## src/rtl/brk_pkg.sv

```systemverilog
package brk_pkg;
  localparam int unsigned NUM_BP   = 4;
  localparam int unsigned ADDR_W   = 32;
  localparam int unsigned DATA_W   = 32;
  localparam int unsigned SEL_W    = 3;

  localparam int unsigned CTRL_LEXACT  = 8;
  localparam int unsigned CTRL_GEXACT  = 9;
  localparam int unsigned CTRL_CFG_LSB = 16;
  localparam int unsigned CFG_STRIDE   = 4;
  localparam int unsigned STAT_SS_BIT  = 14;
  localparam int unsigned STAT_TT_BIT  = 15;

  typedef enum logic [1:0] {
    ACC_FETCH = 2'b00,
    ACC_READ  = 2'b01,
    ACC_WRITE = 2'b10,
    ACC_NONE  = 2'b11
  } acc_kind_e;

  typedef enum logic [1:0] {
    BT_EXEC  = 2'b00,
    BT_WR    = 2'b01,
    BT_UNDEF = 2'b10,
    BT_RW    = 2'b11
  } bp_type_e;

  typedef enum logic [1:0] {
    BL_1     = 2'b00,
    BL_2     = 2'b01,
    BL_UNDEF = 2'b10,
    BL_4     = 2'b11
  } bp_len_e;

  typedef enum logic [2:0] {
    SEL_BP0  = 3'd0,
    SEL_BP1  = 3'd1,
    SEL_BP2  = 3'd2,
    SEL_BP3  = 3'd3,
    SEL_RSV4 = 3'd4,
    SEL_RSV5 = 3'd5,
    SEL_STAT = 3'd6,
    SEL_CTRL = 3'd7
  } reg_sel_e;

  // bits cleared by a task switch: local enables plus local exact
  function automatic logic [DATA_W-1:0] local_mask(int unsigned nbp);
    logic [DATA_W-1:0] m;
    m = '0;
    for (int unsigned i = 0; i < nbp; i++) m[2*i] = 1'b1;
    m[CTRL_LEXACT] = 1'b1;
    return m;
  endfunction

  function automatic logic [DATA_W-1:0] global_mask(int unsigned nbp);
    logic [DATA_W-1:0] m;
    m = '0;
    for (int unsigned i = 0; i < nbp; i++) m[2*i+1] = 1'b1;
    m[CTRL_GEXACT] = 1'b1;
    return m;
  endfunction
endpackage

```

## src/rtl/brk_cmp.sv

```systemverilog
module brk_cmp
  import brk_pkg::*;
#(
  parameter int unsigned AW = ADDR_W
) (
  input  logic [AW-1:0] bp_addr_i,
  input  logic [1:0]    type_i,
  input  logic [1:0]    len_i,
  input  logic          acc_valid_i,
  input  logic [AW-1:0] acc_addr_i,
  input  logic [1:0]    acc_kind_i,
  output logic          hit_o
);
  logic [AW-1:0] mask;
  logic          len_ok;
  logic          type_ok;

  always_comb begin
    mask   = '1;
    len_ok = 1'b1;
    unique case (len_i)
      BL_1:    mask = '1;
      BL_2:    mask[0] = 1'b0;
      BL_4:    mask[1:0] = 2'b00;
      default: len_ok = 1'b0;
    endcase
  end

  always_comb begin
    unique case (type_i)
      BT_EXEC: type_ok = (acc_kind_i == ACC_FETCH) && (len_i == BL_1);
      BT_WR:   type_ok = (acc_kind_i == ACC_WRITE);
      BT_RW:   type_ok = (acc_kind_i == ACC_READ) || (acc_kind_i == ACC_WRITE);
      default: type_ok = 1'b0;
    endcase
  end

  assign hit_o = acc_valid_i && len_ok && type_ok &&
                 (((bp_addr_i ^ acc_addr_i) & mask) == '0);
endmodule

```

## src/rtl/brk_regs.sv

```systemverilog
module brk_regs
  import brk_pkg::*;
#(
  parameter int unsigned NBP = NUM_BP,
  parameter int unsigned AW  = ADDR_W,
  parameter int unsigned DW  = DATA_W
) (
  input  logic              clk_i,
  input  logic              rst_ni,
  input  logic              reg_en_i,
  input  logic              reg_we_i,
  input  logic [SEL_W-1:0]  reg_sel_i,
  input  logic [DW-1:0]     reg_wdata_i,
  input  logic [1:0]        cpl_i,
  output logic [DW-1:0]     reg_rdata_o,
  output logic              prot_fault_o,
  input  logic [NBP-1:0]    hit_i,
  input  logic              task_switch_i,
  input  logic              new_task_trap_i,
  input  logic              single_step_i,
  output logic [NBP*AW-1:0] bp_addr_o,
  output logic [DW-1:0]     ctrl_o,
  output logic [DW-1:0]     stat_o
);
  localparam logic [DW-1:0] LMASK = local_mask(NBP);

  logic          acc_ok;
  logic          wr_ok;
  logic [DW-1:0] ctrl_q, ctrl_d;
  logic [DW-1:0] stat_q, stat_d;

  assign acc_ok       = reg_en_i && (cpl_i == 2'd0);
  assign wr_ok        = acc_ok && reg_we_i;
  assign prot_fault_o = reg_en_i && (cpl_i != 2'd0);

  for (genvar n = 0; n < NBP; n++) begin : g_addr
    logic [AW-1:0] addr_q;
    always_ff @(posedge clk_i or negedge rst_ni) begin
      if (!rst_ni)                                     addr_q <= '0;
      else if (wr_ok && reg_sel_i == SEL_W'(n))        addr_q <= reg_wdata_i[AW-1:0];
    end
    assign bp_addr_o[n*AW +: AW] = addr_q;
  end

  always_comb begin
    ctrl_d = (wr_ok && reg_sel_i == SEL_CTRL) ? reg_wdata_i : ctrl_q;
    if (task_switch_i) ctrl_d = ctrl_d & ~LMASK;
  end

  always_comb begin
    stat_d = (wr_ok && reg_sel_i == SEL_STAT) ? reg_wdata_i : stat_q;
    stat_d[NBP-1:0] = stat_d[NBP-1:0] | hit_i;
    if (single_step_i)                  stat_d[STAT_SS_BIT] = 1'b1;
    if (task_switch_i && new_task_trap_i) stat_d[STAT_TT_BIT] = 1'b1;
  end

  always_ff @(posedge clk_i or negedge rst_ni) begin
    if (!rst_ni) begin
      ctrl_q <= '0;
      stat_q <= '0;
    end else begin
      ctrl_q <= ctrl_d;
      stat_q <= stat_d;
    end
  end

  always_comb begin
    reg_rdata_o = '0;
    if (acc_ok && !reg_we_i) begin
      unique case (reg_sel_i)
        SEL_STAT: reg_rdata_o = stat_q;
        SEL_CTRL: reg_rdata_o = ctrl_q;
        SEL_RSV4, SEL_RSV5: reg_rdata_o = '0;
        default: begin
          for (int unsigned i = 0; i < NBP; i++)
            if (reg_sel_i == SEL_W'(i)) reg_rdata_o = DW'(bp_addr_o[i*AW +: AW]);
        end
      endcase
    end
  end

  assign ctrl_o = ctrl_q;
  assign stat_o = stat_q;
endmodule

```

## src/rtl/brk_match_unit.sv

```systemverilog
module brk_match_unit
  import brk_pkg::*;
#(
  parameter int unsigned NBP = NUM_BP,
  parameter int unsigned AW  = ADDR_W,
  parameter int unsigned DW  = DATA_W
) (
  input  logic             clk_i,
  input  logic             rst_ni,
  input  logic             acc_valid_i,
  input  logic [AW-1:0]    acc_addr_i,
  input  logic [1:0]       acc_kind_i,
  input  logic             reg_en_i,
  input  logic             reg_we_i,
  input  logic [SEL_W-1:0] reg_sel_i,
  input  logic [DW-1:0]    reg_wdata_i,
  input  logic [1:0]       cpl_i,
  output logic [DW-1:0]    reg_rdata_o,
  output logic             prot_fault_o,
  input  logic             task_switch_i,
  input  logic             new_task_trap_i,
  input  logic             single_step_i,
  output logic             dbg_exc_o
);
  logic [NBP*AW-1:0] bp_addr_w;
  logic [DW-1:0]     ctrl_w;
  logic [DW-1:0]     stat_w;
  logic [NBP-1:0]    hit_w;
  logic [NBP-1:0]    en_w;
  logic              exc_q;

  brk_regs #(.NBP(NBP), .AW(AW), .DW(DW)) u_regs (
    .clk_i           (clk_i),
    .rst_ni          (rst_ni),
    .reg_en_i        (reg_en_i),
    .reg_we_i        (reg_we_i),
    .reg_sel_i       (reg_sel_i),
    .reg_wdata_i     (reg_wdata_i),
    .cpl_i           (cpl_i),
    .reg_rdata_o     (reg_rdata_o),
    .prot_fault_o    (prot_fault_o),
    .hit_i           (hit_w),
    .task_switch_i   (task_switch_i),
    .new_task_trap_i (new_task_trap_i),
    .single_step_i   (single_step_i),
    .bp_addr_o       (bp_addr_w),
    .ctrl_o          (ctrl_w),
    .stat_o          (stat_w)
  );

  for (genvar n = 0; n < NBP; n++) begin : g_cmp
    localparam int unsigned CFG = CTRL_CFG_LSB + CFG_STRIDE * n;
    brk_cmp #(.AW(AW)) u_cmp (
      .bp_addr_i   (bp_addr_w[n*AW +: AW]),
      .type_i      (ctrl_w[CFG +: 2]),
      .len_i       (ctrl_w[CFG+2 +: 2]),
      .acc_valid_i (acc_valid_i),
      .acc_addr_i  (acc_addr_i),
      .acc_kind_i  (acc_kind_i),
      .hit_o       (hit_w[n])
    );
    assign en_w[n] = ctrl_w[2*n] | ctrl_w[2*n+1];
  end

  always_ff @(posedge clk_i or negedge rst_ni) begin
    if (!rst_ni) exc_q <= 1'b0;
    else         exc_q <= |(hit_w & en_w);
  end

  assign dbg_exc_o = exc_q;
endmodule

```

## config.mk

```make
export PLATFORM = sky130hd
export DESIGN_NAME = brk_match_unit
export DESIGN_NICKNAME = d
export VERILOG_FILES = /design/src/rtl/brk_pkg.sv /design/src/rtl/brk_cmp.sv /design/src/rtl/brk_regs.sv /design/src/rtl/brk_match_unit.sv
export SDC_FILE = /design/constraint.sdc
export NUM_CORES = 1
export LEC_CHECK = 0
export BUFFER_PORTS_ARGS = -buffer_cell sky130_fd_sc_hd__buf_4
export CAP_MARGIN = 20
export CORE_UTILIZATION = 24
export DETAILED_ROUTE_END_ITERATION = 10
export GPL_TIMING_DRIVEN = 0
export REMOVE_ABC_BUFFERS = 1
export SETUP_SLACK_MARGIN = 0.02
export SLEW_MARGIN = 20
export SYNTH_ARGS = -nofsm -noshare
export SYNTH_HDL_FRONTEND = slang
export SYNTH_SLANG_ARGS = --single-unit
```

## constraint.sdc

```tcl
create_clock -name clk_i -period 1.4 [get_ports clk_i]
set_input_delay 0.14 -clock clk_i [delete_from_list [all_inputs] [get_ports clk_i]]
set_output_delay 0.14 -clock clk_i [all_outputs]
set_load 0.005 [all_outputs]
```

**Word level (Yosys, flattened, before mapping)**

Index checks and enable logic that the tools add are counted.

- Equality and inequality tests: 25
- Muxes and demuxes: 27
- Bitwise logic cells: 14
- Reductions and logical operators: 58

Operators with widths:

| kind | number |
|---|---|
| 32-bit 2-to-1 mux | 6 |
| 32-bit AND | 4 |
| 32-bit logical NOT | 4 |
| 32-bit XOR | 4 |
| 32-bit case mux with 3 select lines | 1 |
| 1-bit logical AND | 27 |
| 2-bit logical NOT | 10 |
| 2-bit by 1-bit equality test with 1-bit output, second input constant | 9 |
| 2-bit equality test, second input constant | 9 |
| 16-bit 2-to-1 mux | 1 |
| 1-bit 2-to-1 mux | 14 |
| 3-bit equality test, second input constant | 4 |
| 1-bit case mux with 3 select lines | 4 |
| 3-bit OR reduction | 4 |
| 2-bit OR reduction | 5 |
| 9-bit 2-to-1 mux | 1 |
| 2-bit nonzero test | 4 |
| 3-bit by 2-bit equality test with 1-bit output, second input constant | 2 |
| 4-bit AND | 1 |
| 1-bit bitwise OR | 4 |
| 4-bit bitwise OR | 1 |
| 4-bit OR reduction | 1 |
| 3-bit by 1-bit equality test with 1-bit output, second input constant | 1 |
| 3-bit logical NOT | 1 |
| other kinds (2) | 2 |

- Register bits: 193
- Input port bits: 79
- Output and inout bits: 34
- Logic and storage cells: 135

**Depth between registers and ports, before layout**

- Depth after elaboration: 8
- Mapped depth: 8

**Modules after synthesis**

A second synthesis with hierarchy kept.

- Cell total of the unflattened synthesis: 875
- Area, all modules: 10742.8 um^2

Modules (own cells, without submodules):

| module | instances | cells an instance | area each (um^2) | sequential area each (um^2) |
|---|---|---|---|---|
| brk_regs | 1 | 657 | 9004.9 | 4804.6 |
| brk_cmp | 4 | 53 | 421.7 | 0.0 |
| brk_match_unit | 1 | 6 | 51.3 | 25.0 |

**Worst setup path after synthesis**

OpenSTA, ideal clock, no wires.

- Path kind: input-to-reg
- Start point: input cpl_i[1]
- End point: register u_regs.g_addr[0].addr_q[10]
- Arrival: 1.312 ns
- Data required time: 1.275 ns
- Setup slack: -0.037 ns
- Stages: 7
- Cells stage by stage: nor2_1 -> and3_1 -> buf_6 -> and3b_1 -> buf_6 -> buf_12 -> mux2_4

- Longest elaborated chain between the ends: 4

RTL lines:

| element | line | text |
|---|---|---|
| start: declaration | brk_match_unit.sv:17 | `input logic [1:0] cpl_i,` |
| 2-bit logical NOT | brk_regs.sv:32 | `assign acc_ok = reg_en_i && (cpl_i == 2'd0);` |
| 1-bit logical AND | brk_regs.sv:32 |  |
| 1-bit logical AND | brk_regs.sv:33 | `assign wr_ok = acc_ok && reg_we_i;` |
| 1-bit logical AND | brk_regs.sv:40 | `else if (wr_ok && reg_sel_i == SEL_W'(n)) addr_q <= reg_wdata_i[AW-1:0];` |
| end signal: assignment | brk_regs.sv:40 |  |
| end: declaration | brk_regs.sv:37 | `logic [AW-1:0] addr_q;` |

Every way passes these cells.
A chain may end at the register's enable or synchronous reset.

**Worst setup path in the final report**

- Start point: register u_regs.g_addr[3].addr_q[30]
- End point: output reg_rdata_o[30]

- Longest elaborated chain between the ends: 3

RTL lines:

| element | line | text |
|---|---|---|
| start: declaration | brk_regs.sv:37 |  |
| start signal: assignment | brk_regs.sv:40 |  |
| 32-bit 2-to-1 mux | brk_regs.sv:76 | `if (reg_sel_i == SEL_W'(i)) reg_rdata_o = DW'(bp_addr_o[i*AW +: AW]);` |
| 32-bit case mux with 3 select lines | brk_regs.sv:70 | `unique case (reg_sel_i)` |
| 32-bit 2-to-1 mux | brk_regs.sv:69 | `if (acc_ok && !reg_we_i) begin` |
| end: declaration | brk_match_unit.sv:18 | `output logic [DW-1:0] reg_rdata_o,` |

Every way passes these cells.

==> flow_summary.json <==
{
  "status": "finished, violations left",
  "violations": "negative setup slack",
  "ys_seq_area_share_pct": 42.9,
  "synthSimpleGateAreaFrac_pct": 7.03,
  "grt_pass1_wl_um": 57900,
  "start_kind": "flop",
  "cts_buffers": 17,
  "period_needed_ps": 2020,
  "layout-drive-gt1-share_pct": 51.7,
  "slowest_stage": "mux4_2",
  "grt_usage_pct": 16.5,
  "hold-worst-slack_ps": 145,
  "synthMuxAreaShare_pct": 29.0,
  "worst_pin_slew_ps": 662,
  "wire_per_inst_um": 22.7,
  "yosysUniqueCellTypes": 47,
  "root_buffer": "clkbuf_16",
  "die-area_um2": 47800,
  "critPathRequiredTime_ps": 1260,
  "synth_ff_type": "dfrtp_1",
  "synthCells": 942,
  "pin_count": 113,
  "async_flop_share_pct": 100,
  "cap_violations": 0,
  "cellLeakagePower_nw": 7.11,
  "synth_seq_cells": 193,
  "grt_max_degree": 93,
  "fp.dieW_um": 219,
  "setup_ws_ps": -619,
  "synth_xor_area_share_pct": 9.96,
  "viasPerCell": 4.85,
  "insertion_delay_ps": 450,
  "endpoint_kind": "output pin",
  "wl_um": 39700,
  "area_growth_syn_to_layout_pct": 35.8,
  "cts_tree": "done",
  "die_y_um": 219,
  "htreeDepth": 4,
  "dp_hpwl_um": 24700,
  "syn_area_um2": 11300,
  "fin_nets": 1211,
  "cts_max_path_buffers": 2,
  "synth_compound_area_share_pct": 6.29,
  "grt_pass1_vias": 8849,
  "drtAntennaViolNets": 0,
  "antenna_found_initial": 3,
  "start_util_pct": 24.6,
  "cts.clk_slew.worst_paths_ps": 80,
  "place_congestion": 0.869,
  "synth_top_family_by_area": "multiplexers",
  "hold_viol_final": 0,
  "vias": 8470,
  "fillers": 4497,
  "skew_ps": 14.4,
  "critPathMaxStageDelay_ps": 490,
  "rows": 78,
  "yosys.area_share.adder_pct": 0.222,
  "post-route-period-util_pct": 144,
  "synth-edff-count": 0,
  "final_cells": 1745,
  "vdd_drop_max_v": 0.000860,
  "fmax_mhz": 495,
  "yosys_warnings": 0,
  "slew_headroom_pct": 55.7,
  "path_cells": "mux4_2 -> nor2b_4 -> a31oi_4 -> nor3_2 -> buf_4",
  "rsz0062_at_grt": "true",
  "place_inst": 1579,
  "post-route-drc-count": 0,
  "arrival_ps": 1880,
  "powerDensity_nw_per_um2": 1080,
  "cts_num_sinks": 193,
  "core_um2": 45800,
  "globalRouteOverflowTotal": 0,
  "synth.avg_cell_area_um2": 11.9,
  "maxSlewViolCount": 0,
  "drt_iter0_markers": 844,
  "io_buffers": 112,
  "setup_viol": 133,
  "dr.pass1.iters": 5,
  "worstPathMaxFanout": 2,
  "min_path_type": "input pin to async pin",
  "path_class": "flop to output pin"
}
what timing repair did:
action,4_1_cts,5_1_grt
hold buffers,36,0
cloned,4,1
pin swaps,40,57
setup endpoints to repair,225,139
gates resized for setup,99,50
buffers inserted,68,25
hold endpoints to repair,383,0
critical path: cells and delay by family, from the launching register on:
kind / cells / cell delay, ps
flip-flops: 1 / 390
AO/OA/AOI/OAI: 1 / 210
AND/OR/NAND/NOR: 2 / 210
multiplexers: 1 / 490
buffers and inverters: 1 / 130
synthesized netlist by cell type (3+ instances only):
library cell / count / area (µm²)
buf_6: 12 / 135
xor2_1: 16 / 140
mux2_4: 107 / 1610
o21ai_0: 36 / 180
nand2b_1: 5 / 31.3
nor4_1: 6 / 37.5
mux2_1: 5 / 56.3
o22ai_1: 31 / 194
a31oi_1: 32 / 200
buf_12: 3 / 60.1
xnor2_1: 112 / 981
nand4_1: 27 / 169
nor2_1: 77 / 289
nor3_1: 9 / 45.0
o2111ai_1: 3 / 26.3
nor2b_1: 5 / 31.3
buf_1: 9 / 33.8
inv_1: 8 / 30.0
buf_2: 24 / 120
clkbuf_1: 34 / 128
mux2_2: 132 / 1490
dfrtp_1: 193 / 4830
a21oi_1: 4 / 20.0
mux2i_1: 9 / 90.1
nand2_1: 16 / 60.1
layout by cell type, fill, tap and decap left out, types with 3 or more instances in the layout:
cell type,instances
buf_6,3
mux2_2,107
nor3_1,3
a21oi_1,4
nor2b_1,4
mux2_1,5
buf_12,13
clkbuf_1,3
nand2b_1,3
o22ai_2,31
inv_1,8
bufinv_16,3
nor3_2,5
nor2_1,66
nor2_2,10
dlygate4sd3_1,36
buf_16,6
o21ai_0,35
mux2i_1,9
nor4_4,3
nand2_1,15
mux2_4,132
a31oi_1,31
clkbuf_16,18
nand3_4,4
buf_4,188
nand4_1,27
inv_6,5
dfrtp_1,191
xnor2_1,79
xor2_1,16
xnor2_2,32
through the flow:
step	area, µm²	util, %	TNS (ps)	total power, mW	worst slack, ps
finish	15300	33.4	-34070	16.5	-619
global route	15300	33.4	-37450	17.1	-673
CTS	14800	32.3	-29300	16.1	-646
detailed placement	12600	27.5	-267470	10.2	-1780
global placement	12400	27.0	-698720	10.1	-4290
floorplan	10800	-	-115630	8.86	-1100
registers in the layout (all words and copies together) (netlist names):
signal and count:
dbg_exc_o 1, u_regs.ctrl_o 32, u_regs.g_addr.addr_q 128, u_regs.stat_o 32
kinds of logic after synthesis:
logic type	count (synthesis)
fa+ha+maj	2
buf+inv	92
simple gates	157
xor+xnor	128
flops	193
compound gates	116
mux	254
area by class of cell:
cell class	instances	area, µm²	area share, %
diodes	2	5.00	0.0327
clock buffers	20	437	2.86
clock inverters	12	169	1.11
inverters	8	30.0	0.196
multi-input cells	660	6740	44.1
flip-flops and latches	193	4830	31.6
well taps	600	751	4.91
repair buffers	250	2320	15.2
layer usage:
metal | track usage [%] | share of wire (%) | vias to the layer above
met2 | 26.1 | 47 | 288
li1 | - | - | 3734
met4 | 4.55 | 1.8 | 2
met5 | 0 | 0.023 | -
met1 | 22.5 | 45 | 4397
met3 | 3.58 | 6.1 | 49
final timing paths:
path | startpoint | to | slack [ps] | cells after the start
worst max-delay path | u_regs.g_addr[3].addr_q[30] | reg_rdata_o[30] | -620 | 5
worst min-delay path | rst_ni | u_regs.g_addr[2].addr_q[28] | 140 | 2
worst max register to register | u_regs.g_addr[0].addr_q[3] | dbg_exc_o | -370 | 6
worst min register to register | u_regs.stat_o[14] | u_regs.stat_o[14] | 490 | 1
max in group asynchronous | rst_ni | u_regs.ctrl_o[20] | 470 | 3
min in group clk_i | acc_valid_i | u_regs.stat_o[3] | 170 | 5
report_power, final:
| group | internal (mW) | switching, mW | leakage, nW | total [mW] |
|---|---|---|---|---|
| combinational | 2.48 | 1.84 | 4.26 | 4.32 |
| clock | 2.86 | 2.37 | 0.289 | 5.24 |
| sequential | 6.28 | 0.643 | 2.56 | 6.93 |
| total | 11.6 | 4.86 | 7.11 | 16.5 |
(Power assumes the default switching activity.)
